===== config.mk =====
export PLATFORM = sky130hd
export DESIGN_NAME = tport_master
export DESIGN_NICKNAME = d
export VERILOG_FILES = /design/src/rtl/tpm_pkg.sv /design/src/rtl/tpm_hold_timer.sv /design/src/rtl/tpm_step_rom.sv /design/src/rtl/tpm_seq.sv /design/src/rtl/tport_master.sv
export SDC_FILE = /design/constraint.sdc
export NUM_CORES = 1
export LEC_CHECK = 0
export BUFFER_PORTS_ARGS = -buffer_cell sky130_fd_sc_hd__buf_2
export CAP_MARGIN = 20
export CORE_MARGIN = 2
export CORE_UTILIZATION = 50
export DETAILED_ROUTE_END_ITERATION = 16
export PLACE_DENSITY = 0.76
export SYNTH_ARGS = -nofsm -noshare
export SYNTH_HDL_FRONTEND = slang
export SYNTH_SLANG_ARGS = --single-unit

===== constraint.sdc =====
create_clock -name clk -period 2.8 [get_ports clk]
set_input_delay 0.14 -clock clk [delete_from_list [all_inputs] [get_ports clk]]
set_output_delay 0.14 -clock clk [all_outputs]
set_load 0.01 [all_outputs]

===== src/rtl/tpm_pkg.sv =====
package tpm_pkg;
    localparam int TP_ADDR_W = 12;
    localparam int TP_DATA_W = 8;
    localparam int TP_STEPS  = 16;
    localparam int TP_STEP_W = $clog2(TP_STEPS);
    localparam int TP_HI_W   = TP_ADDR_W - TP_DATA_W;
    localparam logic [TP_STEP_W-1:0] LAST_WR_STEP = TP_STEP_W'(TP_STEPS - 1);
    localparam logic [TP_STEP_W-1:0] LAST_RD_STEP = TP_STEP_W'(TP_STEPS - 3);

    typedef struct packed {
        logic                 tclk;
        logic                 ten;
        logic [TP_DATA_W-1:0] tdin;
    } pins_t;
endpackage


===== src/rtl/tpm_hold_timer.sv =====
module tpm_hold_timer #(
    parameter int HOLD_W = 8
) (
    input  logic              clk,
    input  logic              rst_n,
    input  logic              load,
    input  logic [HOLD_W-1:0] load_val,
    output logic              expire
);
    logic [HOLD_W-1:0] cnt_d, cnt_q;

    always_comb begin
        cnt_d = cnt_q;
        if (load)
            cnt_d = load_val - HOLD_W'(1);
        else if (cnt_q != '0)
            cnt_d = cnt_q - HOLD_W'(1);
    end

    always_ff @(posedge clk or negedge rst_n) begin
        if (!rst_n) cnt_q <= '0;
        else        cnt_q <= cnt_d;
    end

    assign expire = (cnt_q == '0);

    // an idle count keeps falling by one per cycle
    assert_count_down_R3: assert property (@(posedge clk) disable iff (!rst_n)
        (!load && cnt_q != '0) |=> (cnt_q == $past(cnt_q) - HOLD_W'(1)));
endmodule


===== src/rtl/tpm_step_rom.sv =====
module tpm_step_rom
    import tpm_pkg::*;
(
    input  logic [TP_STEP_W-1:0] step,
    input  logic [TP_ADDR_W-1:0] addr,
    input  logic [TP_DATA_W-1:0] wdata,
    input  pins_t                cur,
    output pins_t                nxt
);
    logic [TP_DATA_W-1:0] hi_byte;
    assign hi_byte = {{(TP_DATA_W-TP_HI_W){1'b0}}, addr[TP_ADDR_W-1:TP_DATA_W]};

    always_comb begin
        nxt = cur;
        case (step)
            4'd0:  begin nxt.tclk = 1'b0; nxt.ten = 1'b0; end
            4'd1:  nxt.ten  = 1'b1;
            4'd2:  nxt.tclk = 1'b1;
            4'd3:  nxt.tdin = '0;
            4'd4:  nxt.tclk = 1'b0;
            4'd5:  nxt.ten  = 1'b0;
            4'd6:  nxt.tdin = hi_byte;
            4'd7:  nxt.tclk = 1'b1;
            4'd8:  nxt.tclk = 1'b0;
            4'd9:  nxt.ten  = 1'b1;
            4'd10: nxt.tclk = 1'b1;
            4'd11: nxt.tdin = addr[TP_DATA_W-1:0];
            4'd12: nxt.tclk = 1'b0;
            4'd13: nxt.ten  = 1'b0;
            4'd14: nxt.tdin = wdata;
            default: nxt.tclk = 1'b1;
        endcase
    end
endmodule


===== src/rtl/tpm_seq.sv =====
module tpm_seq
    import tpm_pkg::*;
#(
    parameter int HOLD_W = 8
) (
    input  logic                 clk,
    input  logic                 rst_n,
    input  logic                 req_valid,
    input  logic                 req_write,
    input  logic [TP_ADDR_W-1:0] req_addr,
    input  logic [TP_DATA_W-1:0] req_wdata,
    input  logic [HOLD_W-1:0]    req_hold,
    input  logic [TP_DATA_W-1:0] tp_dout,
    input  logic                 expire,
    input  pins_t                rom_pins,
    output logic                 tmr_load,
    output logic [HOLD_W-1:0]    tmr_val,
    output logic [TP_STEP_W-1:0] rom_step,
    output logic [TP_ADDR_W-1:0] cur_addr,
    output logic [TP_DATA_W-1:0] cur_wdata,
    output pins_t                pins,
    output logic                 busy,
    output logic                 done,
    output logic [TP_DATA_W-1:0] rd_data
);
    typedef struct packed {
        logic                 busy;
        logic                 done;
        logic                 write;
        logic [TP_STEP_W-1:0] step;
        logic [TP_ADDR_W-1:0] addr;
        logic [TP_DATA_W-1:0] wdata;
        logic [HOLD_W-1:0]    hold;
        pins_t                pins;
        logic [TP_DATA_W-1:0] rdata;
    } st_t;

    st_t st_d, st_q;
    logic [HOLD_W-1:0]    hold_eff;
    logic [TP_STEP_W-1:0] last_step;

    assign hold_eff  = (req_hold == '0) ? HOLD_W'(1) : req_hold;
    assign last_step = st_q.write ? LAST_WR_STEP : LAST_RD_STEP;
    assign rom_step  = st_q.step + TP_STEP_W'(1);

    always_comb begin
        st_d      = st_q;
        st_d.done = 1'b0;
        tmr_load  = 1'b0;
        tmr_val   = st_q.hold;
        if (!st_q.busy) begin
            if (req_valid) begin
                st_d.busy      = 1'b1;
                st_d.write     = req_write;
                st_d.addr      = req_addr;
                st_d.wdata     = req_wdata;
                st_d.hold      = hold_eff;
                st_d.step      = '0;
                st_d.pins.tclk = 1'b0;
                st_d.pins.ten  = 1'b0;
                tmr_load       = 1'b1;
                tmr_val        = hold_eff;
            end
        end else if (expire) begin
            if (st_q.step == last_step) begin
                st_d.busy = 1'b0;
                st_d.done = 1'b1;
                if (!st_q.write)
                    st_d.rdata = tp_dout;
            end else begin
                st_d.step = rom_step;
                st_d.pins = rom_pins;
                tmr_load  = 1'b1;
            end
        end
    end

    always_ff @(posedge clk or negedge rst_n) begin
        if (!rst_n) st_q <= '0;
        else        st_q <= st_d;
    end

    assign cur_addr  = st_q.addr;
    assign cur_wdata = st_q.wdata;
    assign pins      = st_q.pins;
    assign busy      = st_q.busy;
    assign done      = st_q.done;
    assign rd_data   = st_q.rdata;

    // a running transaction keeps its address
    assert_keep_addr_R2: assert property (@(posedge clk) disable iff (!rst_n)
        st_q.busy |=> (!st_q.busy || $stable(st_q.addr)));
    // pins do not move while the hold timer is running
    assert_hold_pins_R3: assert property (@(posedge clk) disable iff (!rst_n)
        (st_q.busy && !expire) |=> $stable(st_q.pins));
    // enable only moves while the strobe is low
    assert_en_clk_low_R6: assert property (@(posedge clk) disable iff (!rst_n)
        !$stable(st_q.pins.ten) |-> !st_q.pins.tclk);
    // read data changes only together with done
    assert_rdata_on_done_R8: assert property (@(posedge clk) disable iff (!rst_n)
        !$stable(st_q.rdata) |-> st_q.done);
    // done lasts one cycle
    assert_done_pulse_R9: assert property (@(posedge clk) disable iff (!rst_n)
        st_q.done |=> !st_q.done);
    // busy is low when done is seen
    assert_done_not_busy_R9: assert property (@(posedge clk) disable iff (!rst_n)
        st_q.done |-> !st_q.busy);
endmodule


===== src/rtl/tport_master.sv =====
module tport_master
    import tpm_pkg::*;
#(
    parameter int HOLD_W = 8
) (
    input  logic                 clk,
    input  logic                 rst_n,
    input  logic                 req_valid,
    input  logic                 req_write,
    input  logic [TP_ADDR_W-1:0] req_addr,
    input  logic [TP_DATA_W-1:0] req_wdata,
    input  logic [HOLD_W-1:0]    req_hold,
    input  logic                 clr_in,
    input  logic [TP_DATA_W-1:0] tp_dout,
    output logic                 tp_clk,
    output logic                 tp_en,
    output logic [TP_DATA_W-1:0] tp_din,
    output logic                 tp_clr,
    output logic                 busy,
    output logic                 done,
    output logic [TP_DATA_W-1:0] rd_data
);
    logic                 tmr_load, expire;
    logic [HOLD_W-1:0]    tmr_val;
    logic [TP_STEP_W-1:0] rom_step;
    logic [TP_ADDR_W-1:0] cur_addr;
    logic [TP_DATA_W-1:0] cur_wdata;
    pins_t                rom_pins, pins;
    logic                 clr_d, clr_q;

    tpm_seq #(.HOLD_W(HOLD_W)) u_seq (
        .clk(clk), .rst_n(rst_n), .req_valid(req_valid), .req_write(req_write),
        .req_addr(req_addr), .req_wdata(req_wdata), .req_hold(req_hold),
        .tp_dout(tp_dout), .expire(expire), .rom_pins(rom_pins),
        .tmr_load(tmr_load), .tmr_val(tmr_val), .rom_step(rom_step),
        .cur_addr(cur_addr), .cur_wdata(cur_wdata), .pins(pins),
        .busy(busy), .done(done), .rd_data(rd_data)
    );

    tpm_hold_timer #(.HOLD_W(HOLD_W)) u_timer (
        .clk(clk), .rst_n(rst_n), .load(tmr_load), .load_val(tmr_val), .expire(expire)
    );

    tpm_step_rom u_rom (
        .step(rom_step), .addr(cur_addr), .wdata(cur_wdata), .cur(pins), .nxt(rom_pins)
    );

    assign clr_d = clr_in;
    always_ff @(posedge clk or negedge rst_n) begin
        if (!rst_n) clr_q <= 1'b0;
        else        clr_q <= clr_d;
    end

    assign tp_clk = pins.tclk;
    assign tp_en  = pins.ten;
    assign tp_din = pins.tdin;
    assign tp_clr = clr_q;

    // clear line follows its control one clock later
    assert_clr_follow_R10: assert property (@(posedge clk) disable iff (!rst_n)
        1'b1 |=> (tp_clr == $past(clr_in)));
endmodule


After elaboration in Yosys (flattened, before gate mapping)
Cells that the tools add are included.
Widths: inputs -> output; s select.
- logic and storage cells: 78
- output and inout port bits: 21
- input bits: 41
- register bits: 62
- equal/unequal tests: 16
- multiplexer cells: 26
- bitwise operators: 3
- reduce and logical (&&, ||, !) cells: 17
- add/subtract/negate cells: 3
- operators by type and width (cell ; number):
    $mux 8 ; 7
    $mux 34 ; 1
    $pmux 8 s4 ; 1
    $eq 4x4->1 const B ; 6
    $mux 18 ; 1
    $logic_not 8->1 ; 2
    $reduce_and 4->1 ; 4
    $sub 8x1->8 const B ; 2
    $eq 4x3->1 const B ; 3
    $mux 4 ; 3
    $mux 10 ; 1
    $mux 2 ; 4
    $reduce_bool 8->1 ; 1
    $reduce_or 8->1 ; 1
    $mux 1 ; 6
    $ne 2x2->1 const B ; 3
    $add 4x1->4 const B ; 1
    $eq 4x1->1 const B ; 1
    $eq 4x2->1 const B ; 1
    $eq 4x4->1 ; 1
    $logic_not 4->1 ; 1
    $pmux 1 s2 ; 2
    $reduce_bool 2->1 ; 2
    $reduce_bool 4->1 ; 1
    7 further kinds ; 9

Longest topological paths before layout
Gate-level depths: netlist (run 1).
- word-level depth: 7
- mapped depth: 12
- gate-level depth less buffers: 9

Modules after synthesis
A second synthesis (run 1) with hierarchy kept.
- cells, all modules: 348
- area, all modules: 3399.5 um^2
- modules (own cells, without submodules) (module ; cells an instance ; sequential area each (um^2) ; times used ; area an instance (um^2)):
    tpm_seq ; 245 ; 1326.3 ; 1 ; 2432.3
    tpm_hold_timer ; 60 ; 200.2 ; 1 ; 601.8
    tpm_step_rom ; 42 ; 0.0 ; 1 ; 340.3
    tport_master ; 1 ; 25.0 ; 1 ; 25.0

Worst setup path after synthesis (run 1)
No wires, ideal clock.
- path type: register to register
- from: reg u_timer.cnt_q[3]
- to: reg u_timer.cnt_q[4]
- cell stages (with the launch flop): 9
- arrival: 2.464 ns
- path buffers: 0
- required time: 2.665 ns
- library setup time: 0.135 ns
- clock period less this slack: 2.598 ns
- path slack: 0.202 ns
- path through: dfrtp_1 -> or4_4 -> a2111oi_4 -> a211oi_1 -> or2_2 -> ha_1 -> a21boi_2 -> xnor2_1 -> o22ai_1
- cells in the longest elaborated chain, start to end: 4
- elaborated cells on any way between the ends: 8
- those cells by class: add/sub (1); mux (4); reduce/logical (3)
- RTL lines (element ; RTL line ; source):
    start, declared ; tpm_hold_timer.sv:10 ; logic [HOLD_W-1:0] cnt_d, cnt_q;
    start signal, assigned ; tpm_hold_timer.sv:22 ; else cnt_q <= cnt_d;
    parallel branches: the longest is 4 deep, another holds $sub 8x1->8 ; -- ;
Parallel ways; which one is timed is not known. The select of a mux whose other input is x is not followed.
A chain may end at the register's enable or synchronous reset.

Final worst setup path (run 1)
- from: reg u_timer.cnt_q[3]
- to: reg u_timer.cnt_q[6]
Same word-level chain as after synthesis.

==> results.py, run 1 <==
metrics = {
    "final_layout": {
        "drive_gt1_share_pct": 26.3,
        "syn_to_final_growth_pct": 26.1,
        "fill_cells": 481,
        "nNetsFinal": 456,
        "design_area_um2": 3960,
        "diodes": 0,
    },
    "cts": {
        "clkTransAtPathRegs_ns": 0.07,
        "tritoncts.num_buffers": 9,
        "clock_tree_from_tritoncts": "yes",
        "clock_latency_ns": 0.35,
        "root_buffer": "sky130_fd_sc_hd__clkbuf_8",
        "htree_num_levels": 3,
        "cts_num_sinks": 62,
        "clock_path_buffers": 2,
    },
    "floorplanning": {
        "effective_utilization_at_floorplan_pct": 52.4,
        "placementRows": 28,
        "io-pin-count": 62,
        "coreArea_um2": 5990,
        "chipHeight_um": 83.3,
        "die_w_um": 83.3,
        "die_area_um2": 6930,
    },
    "timing": {
        "final_max_slew_viol_count": 0,
        "max_slew_headroom_pct": 47.8,
        "final_min_period_over_clock_period_pct": 93.4,
        "max_clock_freq_mhz": 382,
        "rsz_0062_raised_after_global_routing": "false",
        "tightestPinTransition_ns": 0.783,
        "final-hold-violation-count": 0,
        "finClkSkew_ns": 0.00958,
        "post-route-min-period_ns": 2.61,
        "setup-tns-final_ns": 0,
        "setup-violations-final": 0,
    },
    "power_and_ir_drop": {
        "fin_total_pwr_w": 0.00356,
        "p_per_area_nw_per_um2": 899,
        "static-leakage-power_nw": 2.02,
        "worst_ir_drop_vdd_mv": 0.583,
    },
    "placement": {
        "gp_routability_congestion": 0.858,
        "placed_cell_area_um2": 3450,
        "hpwl_mm": 4.76,
        "port_buffers": 61,
    },
    "global_routing": {
        "grt_pass1_wl_mm": 12.2,
        "via_count_of_the_first_global_routing_pass": 2676,
        "initial_antenna_violation_count": 0,
        "grt_max_degree": 63,
        "gr-max-usage-layer": "met2",
        "overflow_left_after_global_routing": 0,
        "use_met3_pct": 4.97,
        "gr-usage-all-layers_pct": 21.9,
        "global_route_track_usage_on_met1_pct": 28.9,
        "grt.met2_usage_pct": 34.2,
    },
    "detailed_routing": {
        "post-route-drc-count": 0,
        "initialDrtViolationCount": 210,
        "detail-route-antenna-nets": 0,
        "drt_pre_antenna_iters": 4,
        "vias_per_cell": 5.31,
        "drt-total-wl_mm": 6.97,
        "routed-via-count": 2595,
        "avgRoutedWirePerCell_um": 14.2,
    },
    "synth": {
        "synth.yosys.seq_area_share_pct": 49.4,
        "ys_types": 44,
        "net_count_after_synthesis": 379,
        "postSynthCellCount": 332,
        "yosys_register_bits": 62,
        "synth_top_cells_by_count": "sky130_fd_sc_hd__nand2_1, sky130_fd_sc_hd__dfrtp_1, sky130_fd_sc_hd__nor2_1",
        "synth_top_flop_cell": "sky130_fd_sc_hd__dfrtp_1",
        "cells_taking_the_most_area_after_synthesis": "sky130_fd_sc_hd__dfrtp_1, sky130_fd_sc_hd__nand2_1, sky130_fd_sc_hd__mux2i_1",
        "share_of_synthesized_flip_flops_with_an_asynchronous_set_or_reset_pct": 100,
        "most_common_cell_in_the_synthesized_netlist": "sky130_fd_sc_hd__nand2_1",
        "syn-mean-instance-area_um2": 9.46,
        "synth-warning-count": 0,
        "synth.top_cell.area_share_pct": 49.4,
        "synth_enable_flop_cells": 0,
        "syn-cell-area_um2": 3140,
        "cell_type_contributing_the_most_total_cell_area_after_synthesis": "sky130_fd_sc_hd__dfrtp_1",
    },
    "status": {
        "run_status": "finished, final reports clean",
    },
    "critical_path": {
        "cp_max_fo": 6,
        "startpoint_class_of_the_critical_path": "register",
        "required_ns": 3.03,
        "worst_setup_path_category": "register to register",
        "setup.worst_path.end_class": "register",
        "arrival_ns": 2.85,
    },
    "run": {
        "drv_cap": 0,
    },
    "worst_hold_path": {
        "hold_class": "input pin to register",
    },
}
path summary, 6_finish.rpt:
kind                                              start                        endpoint  slack (ns)  cells after the start
max                        u_timer.cnt_q[3]$_DFFE_PN0P_    u_timer.cnt_q[6]$_DFFE_PN0P_        0.19                      9
max in group asynchronous                         rst_n    u_timer.cnt_q[3]$_DFFE_PN0P_        1.76                      3
max reg2reg                u_timer.cnt_q[3]$_DFFE_PN0P_    u_timer.cnt_q[6]$_DFFE_PN0P_        0.19                      9
min in group asynchronous                         rst_n      u_seq.st_q[25]$_DFFE_PN0P_        0.49                      3
min                                        req_wdata[3]  u_seq.cur_wdata[3]$_DFFE_PN0P_        0.02                      3
min reg2reg                   u_seq.pins[3]$_DFFE_PN0P_       u_seq.pins[3]$_DFFE_PN0P_        0.47                      2
logic make-up after synthesis:
logic type               count (synthesis)  share of synthesized area [%]
AO/OA/AOI/OAI                           48                           11.1
adder cells (fa/ha/maj)                  6                           2.39
multiplexers                            23                           7.73
XOR/XNOR                                10                           2.79
buffers and inverters                   35                           6.37
flip-flops                              62                           49.4
AND/OR/NAND/NOR                        148                           20.2
what timing repair did:
item,CTS,global route
endpoints found under the hold margin,83,0
hold buffers,22,0
setup endpoints to repair,0,1
setup buffers,0,1
gates resized for setup,0,2
state kept, by name (all words and copies together), names as in the netlist:
name             cells
u_seq.rd_data        8
u_seq.done           1
u_timer.cnt_q        8
u_seq.cur_wdata      8
u_seq.st_q          13
tp_clr               1
u_seq.busy           1
u_seq.pins          10
u_seq.cur_addr      12
cell usage in the layout (no fill, tap or decap), types with 10 or more instances in the layout:
master and instances:
sky130_fd_sc_hd__mux2_2 10, sky130_fd_sc_hd__mux2i_1 13, sky130_fd_sc_hd__o21ai_0 13, sky130_fd_sc_hd__dfrtp_1 61, sky130_fd_sc_hd__nor2_1 21, sky130_fd_sc_hd__nand2_1 96
sky130_fd_sc_hd__dlygate4sd3_1 22, sky130_fd_sc_hd__buf_2 61, sky130_fd_sc_hd__clkbuf_8 11, sky130_fd_sc_hd__buf_4 12
cell type report:
cell class              instances  area [µm²]  area share, %
clock buffers                  11         151           3.82
repair buffers                 95         616           15.5
inverters                       6        22.5          0.569
well taps                      75        93.8           2.37
multi-input cells             235        1400           35.2
clock inverters                 5         129           3.25
flip-flops and latches         62        1550           39.2
routing by layer:
metal	up-vias	share of wire, %
met5	-	0
met3	17	6.1
li1	1269	-
met4	0	2.3
met2	85	46
met1	1224	46
power by group:
| part | internal [W] | leakage, nW | switching [W] |
|---|---|---|---|
| logic | 0.000490 | 1.10 | 0.000574 |
| clock network | 0.000732 | 0.140 | 0.000364 |
| registers | 0.00116 | 0.783 | 0.000242 |
| total | 0.00238 | 2.02 | 0.00118 |
metrics by stage:
stage	utilization [%]	worst slack, ns	instances	hold slack, ns
2_1_floorplan	-	0.202	332	-0.156
3_3_place_gp	57.5	0.268	450	0.253
3_5_place_dp	57.5	0.183	450	0.255
4_1_cts	65.9	0.157	488	0.00812
5_1_grt	66.1	0.0167	489	0.0193
6_report	66.1	0.185	489	0.0207
critical path: stages (launching register included):
cell,delay [ns]
sky130_fd_sc_hd__dfrtp_2,0.44
sky130_fd_sc_hd__or4_4,0.59
sky130_fd_sc_hd__a2111oi_4,0.31
sky130_fd_sc_hd__a211oi_1,0.11
sky130_fd_sc_hd__or2_2,0.31
sky130_fd_sc_hd__ha_1,0.25
sky130_fd_sc_hd__nand3b_1,0.13
sky130_fd_sc_hd__nor3_1,0.07
sky130_fd_sc_hd__a211oi_2,0.22
sky130_fd_sc_hd__a21oi_1,0.06
No activity file was read; power rests on OpenSTA's default activity.
==> run 2: changes to the inputs <==
Settings changed: BUFFER_PORTS_ARGS -buffer_cell sky130_fd_sc_hd__buf_2 to -buffer_cell sky130_fd_sc_hd__buf_4, CORE_ASPECT_RATIO set to 0.5.
==> run 2 against run 1 <==
Effect of this change:
- non-clock buffer count is 19 lower
- first-iteration DRC count is 6.2% lower
- cell area rose by 0.57%
- critical endpoint is now u_timer.cnt_q[4]$_DFFE_PN0P_
- largest power group unchanged
==> results.py, run 2 (synthesized netlist as in run 1, its figures left out) <==
metrics = {
    "critical_path": {
        "reg2reg_depth": 8,
        "crit_family": "simple AND/OR/NAND/NOR gates",
        "cp_cell_sequence": "or4_4 > a2111oi_4 > a211oi_1 > or2_2 > ha_1 > a21boi_2 > xnor2_1 > o22ai_1",
        "worst_setup_path_category": "register to register",
        "arrival_ns": 2.86,
        "reg2reg_launch_point": "u_timer.cnt_q[3]$_DFFE_PN0P_",
        "rrSetupSlack_ns": 0.13,
        "worst_path_max_delay_cell": "sky130_fd_sc_hd__or4_4",
        "startpoint_class_of_the_critical_path": "register",
        "delay_of_the_slowest_critical_path_stage_ns": 0.61,
        "reg2reg_to": "u_timer.cnt_q[4]$_DFFE_PN0P_",
        "cp.depth": 8,
        "worstPathBufferInverterCount": 0,
        "required_ns": 2.99,
        "cp_max_fo": 6,
        "setup.worst_path.end_class": "register",
    },
    "timing": {
        "final_min_period_over_clock_period_pct": 95.4,
        "max_slew_headroom_pct": 47.1,
        "final_max_slew_viol_count": 0,
        "whs_ns": 0.0111,
        "max_clock_freq_mhz": 375,
        "rsz_0062_raised_after_global_routing": "false",
        "setup-tns-final_ns": 0,
        "final-hold-violation-count": 0,
        "post-route-min-period_ns": 2.67,
        "setup-violations-final": 0,
        "tightestPinTransition_ns": 0.794,
        "finClkSkew_ns": 0.00624,
    },
    "floorplanning": {
        "effective_utilization_at_floorplan_pct": 51.6,
        "die_area_um2": 6970,
        "io-pin-count": 62,
        "placementRows": 20,
        "chipHeight_um": 60.0,
        "die_w_um": 116,
        "coreArea_um2": 6080,
    },
    "cts": {
        "post-cts-setup-buffer-count": 0,
        "htree_num_levels": 3,
        "root_buffer": "sky130_fd_sc_hd__clkbuf_16",
        "clock_tree_from_tritoncts": "yes",
        "clock_latency_ns": 0.32,
        "cts_num_sinks": 62,
        "clkTransAtPathRegs_ns": 0.05,
        "clock_path_buffers": 2,
        "tritoncts.num_buffers": 9,
        "cts.repair.resized": 0,
        "postCtsHoldBufs": 2,
    },
    "final_layout": {
        "multi_input_comb_area_um2": 1390,
        "leading_cell_types_in_the_layout_fill_and_taps_excluded": "sky130_fd_sc_hd__nand2_1, sky130_fd_sc_hd__buf_4, sky130_fd_sc_hd__dfrtp_1",
        "regMostFlops": "u_seq.st_q",
        "diodes": 0,
        "drive_gt1_share_pct": 27.3,
        "ff_latch_area_um2": 1550,
        "post_layout_nonfiller_instances": 483,
        "flip_flop_count_of_the_largest_register_after_layout": 13,
        "design_area_um2": 3980,
        "final_common_cell": "sky130_fd_sc_hd__nand2_1",
        "syn_to_final_growth_pct": 26.9,
        "post-route-util_pct": 65.5,
        "fill_cells": 495,
        "nNetsFinal": 437,
    },
    "global_routing": {
        "via_count_of_the_first_global_routing_pass": 2475,
        "grt_pass1_wl_mm": 11.9,
        "overflow_left_after_global_routing": 0,
        "initial_antenna_violation_count": 0,
        "grt_max_degree": 63,
        "gr-usage-all-layers_pct": 22.5,
    },
    "power_and_ir_drop": {
        "static-leakage-power_nw": 2.00,
        "worst_ir_drop_vdd_mv": 0.494,
        "p_per_area_nw_per_um2": 935,
    },
    "status": {
        "run_status": "finished, final reports clean",
    },
    "placement": {
        "gp_routability_congestion": 0.951,
        "placed_cell_area_um2": 3630,
        "dp_cells": 465,
        "port_buffers": 61,
        "hpwl_mm": 5.29,
    },
    "worst_hold_path": {
        "hold_class": "input pin to register",
        "timing.hold.worst_endpoint": "u_seq.cur_wdata[4]$_DFFE_PN0P_",
        "min_from": "req_wdata[4]",
        "holdPathStages": 3,
    },
    "run": {
        "drv_cap": 0,
    },
    "detailed_routing": {
        "routed-via-count": 2565,
        "post-route-drc-count": 0,
        "avgRoutedWirePerCell_um": 14.9,
        "initialDrtViolationCount": 197,
        "detail-route-antenna-nets": 0,
        "vias_per_cell": 5.31,
        "drt-total-wl_mm": 7.21,
        "drt_pre_antenna_iters": 4,
    },
}
run 2: changes by cell type in the layout (fill, tap and decap cells not counted), sizes merged:
| cell | previous run | this run |
|---|---|---|
| bufinv | 4 | 2 |
| inv | 6 | 7 |
| clkinv | 1 | 2 |
| dlygate4sd3 | 22 | 2 |
| buf | 73 | 74 |
| clkinvlp | 0 | 1 |
| clkbuf | 11 | 10 |
run 2: worst max-delay path by stage:
| stage | from | endpoint |
|---|---|---|
| final | u_timer.cnt_q[3]$_DFFE_PN0P_ | u_timer.cnt_q[4]$_DFFE_PN0P_ |
| after global routing | u_timer.cnt_q[3]$_DFFE_PN0P_ | u_timer.cnt_q[6]$_DFFE_PN0P_ |
| after CTS | u_timer.cnt_q[3]$_DFFE_PN0P_ | u_timer.cnt_q[4]$_DFFE_PN0P_ |
| after detailed placement | u_timer.cnt_q[3]$_DFFE_PN0P_ | u_timer.cnt_q[4]$_DFFE_PN0P_ |
| after global placement | u_timer.cnt_q[3]$_DFFE_PN0P_ | u_timer.cnt_q[4]$_DFFE_PN0P_ |
| after floorplan | u_timer.cnt_q[3]$_DFFE_PN0P_ | u_timer.cnt_q[4]$_DFFE_PN0P_ |
run 2: worst min-delay path: stages:
cell,delay [ns]
sky130_fd_sc_hd__buf_4,0.08
sky130_fd_sc_hd__nand2_1,0.04
sky130_fd_sc_hd__nand2_1,0.05
run 2: final cells by class:
| type | instances | area share (%) |
|---|---|---|
| sequential | 62 | 38.9 |
| tap | 88 | 2.76 |
| multi-input combinational | 235 | 34.9 |
| clock inverter | 6 | 2.36 |
| inverter | 6 | 0.565 |
| clock buffer | 10 | 6.00 |
| timing repair buffer | 76 | 14.4 |
run 2: per-stage QoR:
stage	total power (W)	setup slack, ns
finish	0.00373	0.130
global route	0.00394	0.0616
floorplan	0.00215	0.202
CTS	0.00374	0.145
detailed placement	0.00251	0.174
global placement	0.00245	0.276
run 2: per-layer routing:
metal  up-vias  GRT usage, %  part of all wire [%]
li1       1239             -                     -
met3        12          4.67                   5.1
met2        74          38.3                    48
met1      1240          29.3                    45
met4         0          7.48                   1.5
met5         -             0                     0
run 2: report_power, final:
group / total (W) / leakage, nW / internal (W) / switching [W]
clock: 0.00121 / 0.159 / 0.000809 / 0.000405
combinational: 0.00110 / 1.06 / 0.000513 / 0.000589
sequential: 0.00141 / 0.784 / 0.00116 / 0.000249
==> run 3: changes to the inputs <==
Settings changed: ABC_AREA set to 1, ABC_CLOCK_PERIOD_IN_PS set to 2340, CORE_UTILIZATION 50 to 49, PLACE_DENSITY 0.76 to 0.75.
Clock period 2.8 ns to 2.34 ns, I/O delays scaled along.
==> run 3 against run 2 <==
Effect of this change:
- combinational power increased by 19%
- sequential power is 6% higher
- cell count increased by 2.1%
- count of clock-buffer cells in the layout grew 1
- clock skew increased by 0.0024 ns
- area after synthesis is 1.5% lower
- cell area is 2.5% lower
- critical path type unchanged
- power rose by 9.3%
- critical path depth shrank 1
- sequential share of layout area grew 1.0 points
- die area is 0.51% higher
==> results.py, run 3 <==
metrics = {
    "global_routing": {
        "grt.met2_usage_pct": 39.3,
        "gr-max-usage-layer": "met2",
        "gr-usage-all-layers_pct": 21.6,
        "initial_antenna_violation_count": 0,
        "grt_pass1_wl_mm": 11.3,
        "global_route_track_usage_on_met1_pct": 24.8,
        "use_met3_pct": 5.98,
        "via_count_of_the_first_global_routing_pass": 2593,
        "grt_max_degree": 63,
        "overflow_left_after_global_routing": 0,
    },
    "cts": {
        "clock_tree_from_tritoncts": "yes",
        "tritoncts.num_buffers": 9,
        "clock_path_buffers": 2,
        "htree_num_levels": 3,
        "cts_num_sinks": 62,
        "clock_latency_ns": 0.32,
        "post-cts-setup-buffer-count": 0,
        "root_buffer": "sky130_fd_sc_hd__clkbuf_16",
        "postCtsHoldBufs": 10,
        "cts.repair.resized": 0,
        "clkTransAtPathRegs_ns": 0.05,
    },
    "synth": {
        "synth.top_cell.area_share_pct": 50.1,
        "cells_taking_the_most_area_after_synthesis": "sky130_fd_sc_hd__dfrtp_1, sky130_fd_sc_hd__nand2_1, sky130_fd_sc_hd__inv_1",
        "net_count_after_synthesis": 389,
        "share_of_synthesized_flip_flops_with_an_asynchronous_set_or_reset_pct": 100,
        "synth_top_family_by_area": "simple AND/OR/NAND/NOR gates",
        "synth_enable_flop_cells": 0,
        "synth-warning-count": 0,
        "synth_xor_xnor_area_share_pct": 0.566,
        "synth-compound-area-share_pct": 11.1,
        "syn-cell-area_um2": 3090,
        "ys_types": 36,
        "syn-mean-instance-area_um2": 9.05,
        "cell_type_contributing_the_most_total_cell_area_after_synthesis": "sky130_fd_sc_hd__dfrtp_1",
        "post_synth_fa_ha_maj_area_fraction_pct": 2.43,
        "postSynthCellCount": 342,
        "synth_mux_area_share_pct": 2.91,
        "synth_top_flop_cell": "sky130_fd_sc_hd__dfrtp_1",
        "synth_top_cells_by_count": "sky130_fd_sc_hd__nand2_1, sky130_fd_sc_hd__dfrtp_1, sky130_fd_sc_hd__inv_1",
        "yosys_register_bits": 62,
        "most_common_cell_in_the_synthesized_netlist": "sky130_fd_sc_hd__nand2_1",
        "synth.yosys.seq_area_share_pct": 50.1,
        "synth-simple-area-share_pct": 21.5,
    },
    "final_layout": {
        "leading_cell_types_in_the_layout_fill_and_taps_excluded": "sky130_fd_sc_hd__nand2_1, sky130_fd_sc_hd__buf_4, sky130_fd_sc_hd__dfrtp_1",
        "fill_cells": 479,
        "design_area_um2": 3880,
        "final_common_cell": "sky130_fd_sc_hd__nand2_1",
        "regMostFlops": "u_seq.st_q",
        "nNetsFinal": 450,
        "flip_flop_count_of_the_largest_register_after_layout": 13,
        "drive_gt1_share_pct": 28.4,
        "syn_to_final_growth_pct": 25.5,
        "diodes": 0,
    },
    "status": {
        "run_status": "finished, final reports clean",
    },
    "timing": {
        "max_clock_freq_mhz": 483,
        "whs_ns": 0.00822,
        "max_slew_headroom_pct": 48.2,
        "rsz_0062_raised_after_global_routing": "false",
        "final_min_period_over_clock_period_pct": 88.5,
        "setup-violations-final": 0,
        "post-route-min-period_ns": 2.07,
        "setup-tns-final_ns": 0,
        "finClkSkew_ns": 0.00865,
        "final_max_slew_viol_count": 0,
        "tightestPinTransition_ns": 0.777,
        "final-hold-violation-count": 0,
    },
    "worst_hold_path": {
        "hold_class": "input pin to register",
    },
    "run": {
        "drv_cap": 0,
    },
    "detailed_routing": {
        "routed-via-count": 2449,
        "detail-route-antenna-nets": 0,
        "avgRoutedWirePerCell_um": 13.6,
        "post-route-drc-count": 0,
        "initialDrtViolationCount": 139,
        "drt-total-wl_mm": 6.72,
        "drt_pre_antenna_iters": 4,
        "vias_per_cell": 4.97,
    },
    "floorplanning": {
        "placementRows": 20,
        "io-pin-count": 62,
        "effective_utilization_at_floorplan_pct": 50.9,
        "coreArea_um2": 6080,
        "chipHeight_um": 60.2,
        "die_area_um2": 7000,
        "die_w_um": 116,
    },
    "critical_path": {
        "rrSetupSlack_ns": 0.27,
        "setup.worst_path.end_class": "register",
        "cp_max_fo": 16,
        "startpoint_class_of_the_critical_path": "register",
        "required_ns": 2.55,
        "worst_setup_path_category": "register to register",
        "arrival_ns": 2.28,
    },
    "placement": {
        "port_buffers": 61,
        "placed_cell_area_um2": 3500,
        "gp_routability_congestion": 0.915,
        "hpwl_mm": 4.66,
    },
    "power_and_ir_drop": {
        "worst_ir_drop_vdd_mv": 0.431,
        "static-leakage-power_nw": 1.96,
        "p_per_area_nw_per_um2": 1050,
        "fin_total_pwr_w": 0.00407,
    },
}
-- run 3: cell count changes after synthesis, moves of 5 or more --
cell,previous run,this run
sky130_fd_sc_hd__a21oi_1,9,14
sky130_fd_sc_hd__inv_1,6,39
sky130_fd_sc_hd__mux2i_1,13,0
sky130_fd_sc_hd__nand2_1,96,69
sky130_fd_sc_hd__nand2_2,0,7
sky130_fd_sc_hd__nand2_4,0,5
sky130_fd_sc_hd__o21ai_0,13,21
sky130_fd_sc_hd__xnor2_1,7,0
-- run 3: worst paths after layout --
check / from / to / depth (start not counted)
worst min register to register: u_seq.cur_addr[7]$_DFFE_PN0P_ / u_seq.cur_addr[7]$_DFFE_PN0P_ / 2
worst max register to register: u_seq.st_q[46]$_DFFE_PN0P_ / u_seq.pins[4]$_DFFE_PN0P_ / 7
max in group asynchronous: rst_n / u_seq.pins[6]$_DFFE_PN0P_ / 2
worst min-delay path: req_wdata[6] / u_seq.cur_wdata[6]$_DFFE_PN0P_ / 3
worst max-delay path: u_seq.st_q[46]$_DFFE_PN0P_ / u_seq.pins[4]$_DFFE_PN0P_ / 7
min in group asynchronous: rst_n / u_seq.st_q[21]$_DFFE_PN0P_ / 2
-- run 3: cell families (layout without fill, tap and decap cells) --
group / Yosys count / count (layout)
xor gates and xnor gates: 2 / 2
DFF: 62 / 62
buffers and inverters: 68 / 131
AOI/OAI and AO/OA: 59 / 59
adders and majority gates: 6 / 6
muxes: 8 / 8
and+or+nand+nor: 137 / 137
-- run 3: layout make-up --
cell class / instances / area [µm²] / share of cell area [%]
repair buffers: 75 / 588 / 15.1
clock buffers: 11 / 243 / 6.25
flip-flops and latches: 62 / 1550 / 40.0
multi-input cells: 212 / 1190 / 30.7
well taps: 88 / 110 / 2.84
clock inverters: 2 / 35.0 / 0.902
inverters: 43 / 164 / 4.22
-- run 3: metrics by stage --
| step | utilization [%] | instances | setup WS (ns) |
|---|---|---|---|
| floorplan | - | 342 | 0.475 |
| finish | 63.8 | 493 | 0.269 |
| detailed placement | 57.6 | 470 | 0.289 |
| global placement | 57.6 | 470 | 0.388 |
| global route | 63.8 | 493 | 0.0912 |
| CTS | 63.8 | 493 | 0.273 |
-- run 3: power breakdown --
| part | total [W] | switching (W) | internal, W |
|---|---|---|---|
| sequential | 0.00150 | 0.000167 | 0.00133 |
| clock | 0.00126 | 0.000433 | 0.000832 |
| combinational | 0.00131 | 0.000741 | 0.000571 |
| total | 0.00407 | 0.00134 | 0.00273 |
-- run 3: per-layer routing --
metal | part of all wire (%) | routed length (µm)
met1 | 43 | 2880
met2 | 51 | 3450
met3 | 4.5 | 303
met4 | 1.2 | 82
met5 | 0 | 0
-- run 3: worst max-delay path: stages (launching register included) --
cell and delay (ns):
sky130_fd_sc_hd__dfrtp_1 0.47, sky130_fd_sc_hd__ha_1 0.25, sky130_fd_sc_hd__or2_2 0.27, sky130_fd_sc_hd__nand2_1 0.15
sky130_fd_sc_hd__and2_1 0.19, sky130_fd_sc_hd__o21a_2 0.32, sky130_fd_sc_hd__o221ai_1 0.18, sky130_fd_sc_hd__o21a_1 0.13
